## src/rtl/fes_pkg.sv

```systemverilog
package fes_pkg;
  typedef enum logic [2:0] {
    ST_IDLE,
    ST_WIN,
    ST_ERASE,
    ST_SPEND,
    ST_SUSP
  } fes_state_e;

  localparam int CMD_AW = 12;
  localparam logic [CMD_AW-1:0] ADR_A = 12'h555;
  localparam logic [CMD_AW-1:0] ADR_B = 12'h2AA;

  localparam logic [7:0] CMD_UNLK1 = 8'hAA;
  localparam logic [7:0] CMD_UNLK2 = 8'h55;
  localparam logic [7:0] CMD_SETUP = 8'h80;
  localparam logic [7:0] CMD_SECT  = 8'h30;
  localparam logic [7:0] CMD_CHIP  = 8'h10;
  localparam logic [7:0] CMD_SUSP  = 8'hB0;
endpackage

```

## src/rtl/fes_cmd_decode.sv

```systemverilog
module fes_cmd_decode
  import fes_pkg::*;
#(
  parameter int ADDR_W = 16,
  parameter int SECT_W = 3
) (
  input  logic              clk,
  input  logic              rst_n,
  input  logic              en,
  input  logic              wr_stb,
  input  logic [ADDR_W-1:0] wr_addr,
  input  logic [7:0]        wr_data,
  output logic              sect_go,
  output logic              chip_go,
  output logic [SECT_W-1:0] go_sect
);
  localparam logic [2:0] LAST_STEP = 3'd5;

  logic [2:0]        step_q;
  logic [CMD_AW-1:0] exp_adr;
  logic [7:0]        exp_dat;
  logic              step_ok;
  logic              is_sect;
  logic              is_chip;
  logic [CMD_AW-1:0] cadr;

  assign cadr = wr_addr[CMD_AW-1:0];

  // expected cycle for each unlock/setup step
  always_comb begin
    exp_adr = ADR_A;
    exp_dat = CMD_UNLK1;
    unique case (step_q)
      3'd1:    begin exp_adr = ADR_B; exp_dat = CMD_UNLK2; end
      3'd2:    begin exp_adr = ADR_A; exp_dat = CMD_SETUP; end
      3'd3:    begin exp_adr = ADR_A; exp_dat = CMD_UNLK1; end
      3'd4:    begin exp_adr = ADR_B; exp_dat = CMD_UNLK2; end
      default: begin exp_adr = ADR_A; exp_dat = CMD_UNLK1; end
    endcase
  end

  assign step_ok = (cadr == exp_adr) && (wr_data == exp_dat);
  assign is_sect = (wr_data == CMD_SECT);
  assign is_chip = (wr_data == CMD_CHIP) && (cadr == ADR_A);

  always_ff @(posedge clk or negedge rst_n) begin
    if (!rst_n) begin
      step_q  <= '0;
      sect_go <= 1'b0;
      chip_go <= 1'b0;
      go_sect <= '0;
    end else begin
      sect_go <= 1'b0;
      chip_go <= 1'b0;
      if (!en) begin
        step_q <= '0;
      end else if (wr_stb) begin
        if (step_q != LAST_STEP) begin
          step_q <= step_ok ? step_q + 3'd1 : 3'd0;
        end else begin
          step_q  <= '0;
          sect_go <= is_sect;
          chip_go <= is_chip;
          go_sect <= wr_addr[ADDR_W-1 -: SECT_W];
        end
      end
    end
  end
endmodule

```

## src/rtl/fes_tick.sv

```systemverilog
module fes_tick #(
  parameter int W = 8
) (
  input  logic         clk,
  input  logic         rst_n,
  input  logic         load,
  input  logic [W-1:0] val,
  input  logic         run,
  output logic         zero
);
  logic [W-1:0] cnt_q;

  always_ff @(posedge clk or negedge rst_n) begin
    if (!rst_n) begin
      cnt_q <= '0;
    end else if (load) begin
      cnt_q <= val;
    end else if (run && (cnt_q != '0)) begin
      cnt_q <= cnt_q - W'(1);
    end
  end

  assign zero = (cnt_q == '0);
endmodule

```

## src/rtl/fes_rdstat.sv

```systemverilog
module fes_rdstat #(
  parameter int NUM_SECT = 8,
  parameter int SECT_W   = 3
) (
  input  logic                clk,
  input  logic                rst_n,
  input  logic                rd_stb,
  input  logic [SECT_W-1:0]   rd_sect,
  input  logic                busy,
  input  logic                susp,
  input  logic                tmr,
  input  logic [NUM_SECT-1:0] sel,
  output logic                rd_is_status,
  output logic [7:0]          rd_dq
);
  logic t6_q, t2_q;
  logic sel_hit, give_stat, t6_n, t2_n;

  assign sel_hit   = sel[rd_sect];
  assign give_stat = busy || (susp && sel_hit);
  assign t6_n      = (give_stat && busy) ? ~t6_q : t6_q;
  assign t2_n      = (give_stat && sel_hit) ? ~t2_q : t2_q;

  always_ff @(posedge clk or negedge rst_n) begin
    if (!rst_n) begin
      t6_q         <= 1'b0;
      t2_q         <= 1'b0;
      rd_is_status <= 1'b0;
      rd_dq        <= '0;
    end else if (rd_stb) begin
      t6_q         <= t6_n;
      t2_q         <= t2_n;
      rd_is_status <= give_stat;
      rd_dq        <= give_stat ? {1'b0, t6_n, 2'b00, tmr, t2_n, 2'b00} : 8'h00;
    end
  end
endmodule

```

## src/rtl/fes_erase_seq.sv

```systemverilog
module fes_erase_seq
  import fes_pkg::*;
#(
  parameter int ADDR_W    = 16,
  parameter int NUM_SECT  = 8,
  parameter int WIN_CYC   = 64,
  parameter int SUSP_LAT  = 16,
  parameter int ERASE_CYC = 100
) (
  input  logic                clk,
  input  logic                rst_n,
  input  logic                wr_stb,
  input  logic [ADDR_W-1:0]   wr_addr,
  input  logic [7:0]          wr_data,
  input  logic                rd_stb,
  input  logic [ADDR_W-1:0]   rd_addr,
  output logic                rd_is_status,
  output logic [7:0]          rd_dq,
  output logic                busy,
  output logic                suspended,
  output logic                tmr_expired,
  output logic [NUM_SECT-1:0] erase_req,
  output logic [NUM_SECT-1:0] erase_done
);
  localparam int SECT_W = (NUM_SECT > 1) ? $clog2(NUM_SECT) : 1;
  localparam int WIN_W  = $clog2(WIN_CYC + 1);
  localparam int LAT_W  = $clog2(SUSP_LAT + 1);
  localparam int ERS_W  = $clog2(ERASE_CYC + 1);

  fes_state_e          st_q, st_d;
  logic [NUM_SECT-1:0] sel_q, sel_d, rem_q, rem_d, done_q, done_d, cur_oh;
  logic                chip_q, chip_d;
  logic                win_ld, ers_ld, lat_ld;
  logic                win_zero, ers_zero, lat_zero;
  logic                sect_go, chip_go;
  logic [SECT_W-1:0]   go_sect, wr_sect, rd_sect;
  logic                in_erase;

  assign wr_sect  = wr_addr[ADDR_W-1 -: SECT_W];
  assign rd_sect  = rd_addr[ADDR_W-1 -: SECT_W];
  assign in_erase = (st_q == ST_ERASE) || (st_q == ST_SPEND);
  assign cur_oh   = rem_q & (~rem_q + NUM_SECT'(1));

  fes_cmd_decode #(.ADDR_W(ADDR_W), .SECT_W(SECT_W)) u_dec (
    .clk(clk), .rst_n(rst_n), .en(st_q == ST_IDLE),
    .wr_stb(wr_stb), .wr_addr(wr_addr), .wr_data(wr_data),
    .sect_go(sect_go), .chip_go(chip_go), .go_sect(go_sect)
  );

  fes_tick #(.W(WIN_W)) u_win (
    .clk(clk), .rst_n(rst_n), .load(win_ld), .val(WIN_W'(WIN_CYC - 1)),
    .run(st_q == ST_WIN), .zero(win_zero)
  );

  fes_tick #(.W(LAT_W)) u_lat (
    .clk(clk), .rst_n(rst_n), .load(lat_ld), .val(LAT_W'(SUSP_LAT - 1)),
    .run(st_q == ST_SPEND), .zero(lat_zero)
  );

  fes_tick #(.W(ERS_W)) u_ers (
    .clk(clk), .rst_n(rst_n), .load(ers_ld), .val(ERS_W'(ERASE_CYC - 1)),
    .run(in_erase), .zero(ers_zero)
  );

  always_comb begin
    st_d   = st_q;
    sel_d  = sel_q;
    rem_d  = rem_q;
    chip_d = chip_q;
    done_d = '0;
    win_ld = 1'b0;
    ers_ld = 1'b0;
    lat_ld = 1'b0;
    unique case (st_q)
      ST_IDLE: begin
        if (chip_go) begin
          sel_d  = '1;
          rem_d  = '1;
          chip_d = 1'b1;
          st_d   = ST_ERASE;
          ers_ld = 1'b1;
        end else if (sect_go) begin
          sel_d  = NUM_SECT'(1) << go_sect;
          rem_d  = NUM_SECT'(1) << go_sect;
          st_d   = ST_WIN;
          win_ld = 1'b1;
        end
      end
      ST_WIN: begin
        if (wr_stb) begin
          if (wr_data == CMD_SECT) begin
            sel_d  = sel_q | (NUM_SECT'(1) << wr_sect);
            rem_d  = rem_q | (NUM_SECT'(1) << wr_sect);
            win_ld = 1'b1;
          end else if (wr_data == CMD_SUSP) begin
            st_d   = ST_SUSP;
            ers_ld = 1'b1;
          end else begin
            st_d  = ST_IDLE;
            sel_d = '0;
            rem_d = '0;
          end
        end else if (win_zero) begin
          st_d   = ST_ERASE;
          ers_ld = 1'b1;
        end
      end
      ST_ERASE, ST_SPEND: begin
        if (ers_zero) begin
          done_d = cur_oh;
          rem_d  = rem_q & ~cur_oh;
          if ((rem_q & ~cur_oh) == '0) begin
            st_d   = ST_IDLE;
            sel_d  = '0;
            chip_d = 1'b0;
          end else begin
            ers_ld = 1'b1;
          end
        end
        if (st_d != ST_IDLE) begin
          if ((st_q == ST_ERASE) && wr_stb && (wr_data == CMD_SUSP) && !chip_q) begin
            st_d   = ST_SPEND;
            lat_ld = 1'b1;
          end else if ((st_q == ST_SPEND) && lat_zero) begin
            st_d = ST_SUSP;
          end
        end
      end
      ST_SUSP: begin
        if (wr_stb && (wr_data == CMD_SECT) && rem_q[wr_sect]) begin
          st_d = ST_ERASE;
        end
      end
      default: st_d = ST_IDLE;
    endcase
  end

  always_ff @(posedge clk or negedge rst_n) begin
    if (!rst_n) begin
      st_q   <= ST_IDLE;
      sel_q  <= '0;
      rem_q  <= '0;
      chip_q <= 1'b0;
      done_q <= '0;
    end else begin
      st_q   <= st_d;
      sel_q  <= sel_d;
      rem_q  <= rem_d;
      chip_q <= chip_d;
      done_q <= done_d;
    end
  end

  assign busy        = (st_q == ST_WIN) || in_erase;
  assign suspended   = (st_q == ST_SUSP);
  assign tmr_expired = in_erase || suspended;
  assign erase_req   = in_erase ? cur_oh : '0;
  assign erase_done  = done_q;

  fes_rdstat #(.NUM_SECT(NUM_SECT), .SECT_W(SECT_W)) u_rd (
    .clk(clk), .rst_n(rst_n), .rd_stb(rd_stb), .rd_sect(rd_sect),
    .busy(busy), .susp(suspended), .tmr(tmr_expired), .sel(sel_q),
    .rd_is_status(rd_is_status), .rd_dq(rd_dq)
  );
endmodule

```

## config.mk

```make
export PLATFORM = sky130hd
export DESIGN_NAME = fes_erase_seq
export DESIGN_NICKNAME = d
export VERILOG_FILES = /design/src/rtl/fes_pkg.sv /design/src/rtl/fes_cmd_decode.sv /design/src/rtl/fes_tick.sv /design/src/rtl/fes_rdstat.sv /design/src/rtl/fes_erase_seq.sv
export SDC_FILE = /design/constraint.sdc
export NUM_CORES = 1
export LEC_CHECK = 0
export ABC_AREA = 1
export BUFFER_PORTS_ARGS = -buffer_cell sky130_fd_sc_hd__buf_2
export CORE_MARGIN = 1.5
export CORE_UTILIZATION = 30
export CTS_BUF_LIST = sky130_fd_sc_hd__clkbuf_8
export DETAILED_ROUTE_END_ITERATION = 8
export MAX_ROUTING_LAYER = met4
export PLACE_DENSITY = 0.49
export REMOVE_ABC_BUFFERS = 1
export SLEW_MARGIN = 5
export SYNTH_ARGS = -nofsm -noshare
export SYNTH_HDL_FRONTEND = slang
export SYNTH_SLANG_ARGS = --single-unit
```

## constraint.sdc

```tcl
create_clock -name clk -period 2.17 [get_ports clk]
set_input_delay 0.217 -clock clk [delete_from_list [all_inputs] [get_ports clk]]
set_output_delay 0.217 -clock clk [all_outputs]
set_load 0.005 [all_outputs]
```

==> results_dict.tcl <==
set metrics [dict create \
    run_status "complete, no violations" \
    initial_core_util_pct 30.8 \
    min_period_ns 1.94 \
    first_pass_iters 4 \
    diodes 0 \
    drt_iter0_markers 272 \
    clk_latency_ns 0.34 \
    stdcell_count 791 \
    multi_input_area_um2 1970 \
    grt_max_degree 62 \
    post-route-period-util_pct 89.5 \
    final_antenna_net_count 0 \
    grt-ovfl-total 0 \
    cts_max_level 3 \
    reg2reg_from "rem_q[0]$_DFFE_PN0P_" \
    dp_hpwl_um 7200 \
    hp-start "rd_stb" \
    clkTransAtPathRegs_ns 0.07 \
    worstPathCellList "inv_2, nand2_1, nor2_1, nor2_1, inv_1, buf_2" \
    num-fill-cells 1394 \
    critPathTopFamily "simple AND/OR/NAND/NOR gates" \
    drt-total-wl_um 9460 \
    grt_usage_pct 15.1 \
    die_w_um 117 \
    synth-edff-count 0 \
    r2r_cells 8 \
    setup_tns_ns 0 \
    hold_depth 2 \
    antenna_found_initial 0 \
    setup_ws_ns 0.228 \
    final-hold-violation-count 0 \
    clockBufferDepth 2 \
    final_common_cell "nand2_1" \
    synthCells 558 \
    port_buffers 52 \
    p_per_area_nw_per_um2 971 \
    synthArstFlopShare_pct 100 \
    area_growth_pct 17.5 \
    die_area_um2 13700 \
    setup_viol 0 \
    dp.cells 774 \
    critPathKind "register to primary output" \
    ys.warnings.count 0 \
    r2r-end "u_lat.cnt_q[1]$_DFFE_PN0P_" \
    tightest_slew_ns 0.528 \
    post_drt_wl_per_cell_um 12.0 \
    place_congestion 0.857 \
    cts.repair.resized 0 \
    max-slew-margin-rel_pct 64.6 \
    cp-end-kind "primary output" \
    vias_per_cell 4.59 \
    cts_root_buf "clkbuf_8" \
    yosysUniqueCellTypes 39 \
    io_pins 72 \
    highest_layer "met4" \
    wl_met3_um 329 \
    crit_fanout 7 \
    leakagePower_nw 2.38 \
    slew_violations 0 \
    r2r_slack_ns 0.36 \
    drc 0 \
    ys_ff_latch 61 \
    final_cell_mix "154 x nand2_1, 80 x inv_1, 61 x dfrtp_1" \
    post_cts_buffers 0 \
    core_um2 12600 \
    min_path_type "primary input to register" \
    min_to "u_rd.t2_q$_DFFE_PN0P_" \
    fin_skew_ns 0.00974 \
    syn_avg_cell_area_um2 6.97 \
    wl_met1_um 4760 \
    nets 666 \
    start_kind "register" \
    max-vdd-ir-drop_uv 516 \
    startpoint "st_q[0]$_DFFE_PN0P_" \
    cts_hold_buf 1 \
    cts_tree "yes" \
    crit_arrival_ns 1.72 \
    path_buf_inv 3 \
    numClockSinks 61 \
    ys_seq_area_share_pct 39.2 \
    cp_slowest_cell "dfrtp_1" \
    cts_buffers 9 \
    synth_top_flop_cell "dfrtp_1" \
    regArea_um2 1530 \
    grt_pass1_wl_um 15900 \
    grt_pass1_vias 3333 \
    rows 41 \
    max_freq_mhz 515 \
    synth_area_um2 3890 \
    final_layout_size_suffix_gt1_share_pct 15.0 \
    met2WireLength_um 4300 \
    die_y_um 117 \
    dp_slack_ns 0.362 \
    rsz0062_at_grt "false" \
    num_vias 3629 \
    drv_cap 0 \
    worstPathRequired_ns 1.95 \
    cpPeakStageDelay_ns 0.42 \
    cpMostUsedCell "nor2_1" \
]
## report_power, final
group          switching, mW  internal (mW)
sequential             0.185           1.42
combinational           1.07          0.613
clock                  0.449          0.702
## flip-flops by register name (all words and copies together), names as in the netlist, 3 cells and up
register       flops
u_dec.step_q       3
u_win.cnt_q        7
u_rd.rd_dq         3
rem_q              8
sel_q              8
erase_done         8
st_q               3
u_ers.cnt_q        7
u_dec.go_sect      3
u_lat.cnt_q        5
## worst max-delay path by stage
| stage | end | slack (ns) | cells after the start |
|---|---|---|---|
| 6_report | tmr_expired | 0.23 | 6 |
| 3_5_place_dp | u_lat.cnt_q[1]$_DFFE_PN0P_ | 0.36 | 8 |
| 4_1_cts | tmr_expired | 0.19 | 6 |
| 2_1_floorplan | rem_q[6]$_DFFE_PN0P_ | 0.11 | 9 |
| 5_1_grt | tmr_expired | 0.06 | 6 |
| 3_3_place_gp | u_ers.cnt_q[6]$_DFFE_PN0P_ | 0.37 | 9 |
## cell usage after synthesis (6+ instances only)
master,count,area (µm²)
o21ai_0,50,250
nor4_1,9,56.3
nand4_1,7,43.8
buf_4,6,45.0
nand3_1,38,190
inv_1,79,297
clkbuf_1,8,30.0
nor3_1,19,95.1
ha_1,8,100
dfrtp_1,61,1530
nor2_1,49,184
nand2_1,154,578
a21oi_1,9,45.0
o21a_1,8,60.1
## logic make-up (layout without fill, tap and decap cells)
logic type	after synthesis	count (layout)	synth area share (%)
and+or+nand+nor	299	299	34.1
buffers and inverters	101	158	10.6
AOI/OAI and AO/OA	77	77	11.0
DFF	61	61	39.2
xor gates and xnor gates	10	10	2.25
adders and majority gates	8	8	2.57
other	1	5	0.0964
muxes	1	1	0.257
## layout make-up
type / count / area share, %
inverters: 84 / 6.90
clock buffers: 11 / 3.31
well taps: 172 / 4.71
multi-input cells: 400 / 43.1
flip-flops and latches: 61 / 33.4
clock inverters: 5 / 1.62
repair buffers: 58 / 7.01
## metal layers
metal  GRT usage, %  up-vias
met5              -        -
met3           2.37        6
met2           23.4       58
met1           20.4     1674
met4           4.82        0
li1               -     1891
## metrics by stage
stage | area, µm² | hold WS [ns] | utilization, % | power, mW
2_1_floorplan | 3810 | -0.0786 | - | 2.82
3_3_place_gp | 4340 | 0.262 | 34.4 | 3.27
3_5_place_dp | 4340 | 0.266 | 34.4 | 3.33
4_1_cts | 4570 | 0.136 | 36.2 | 4.49
5_1_grt | 4570 | 0.151 | 36.2 | 4.85
6_report | 4570 | 0.151 | 36.2 | 4.44
Power figures use the tool's default switching activity.
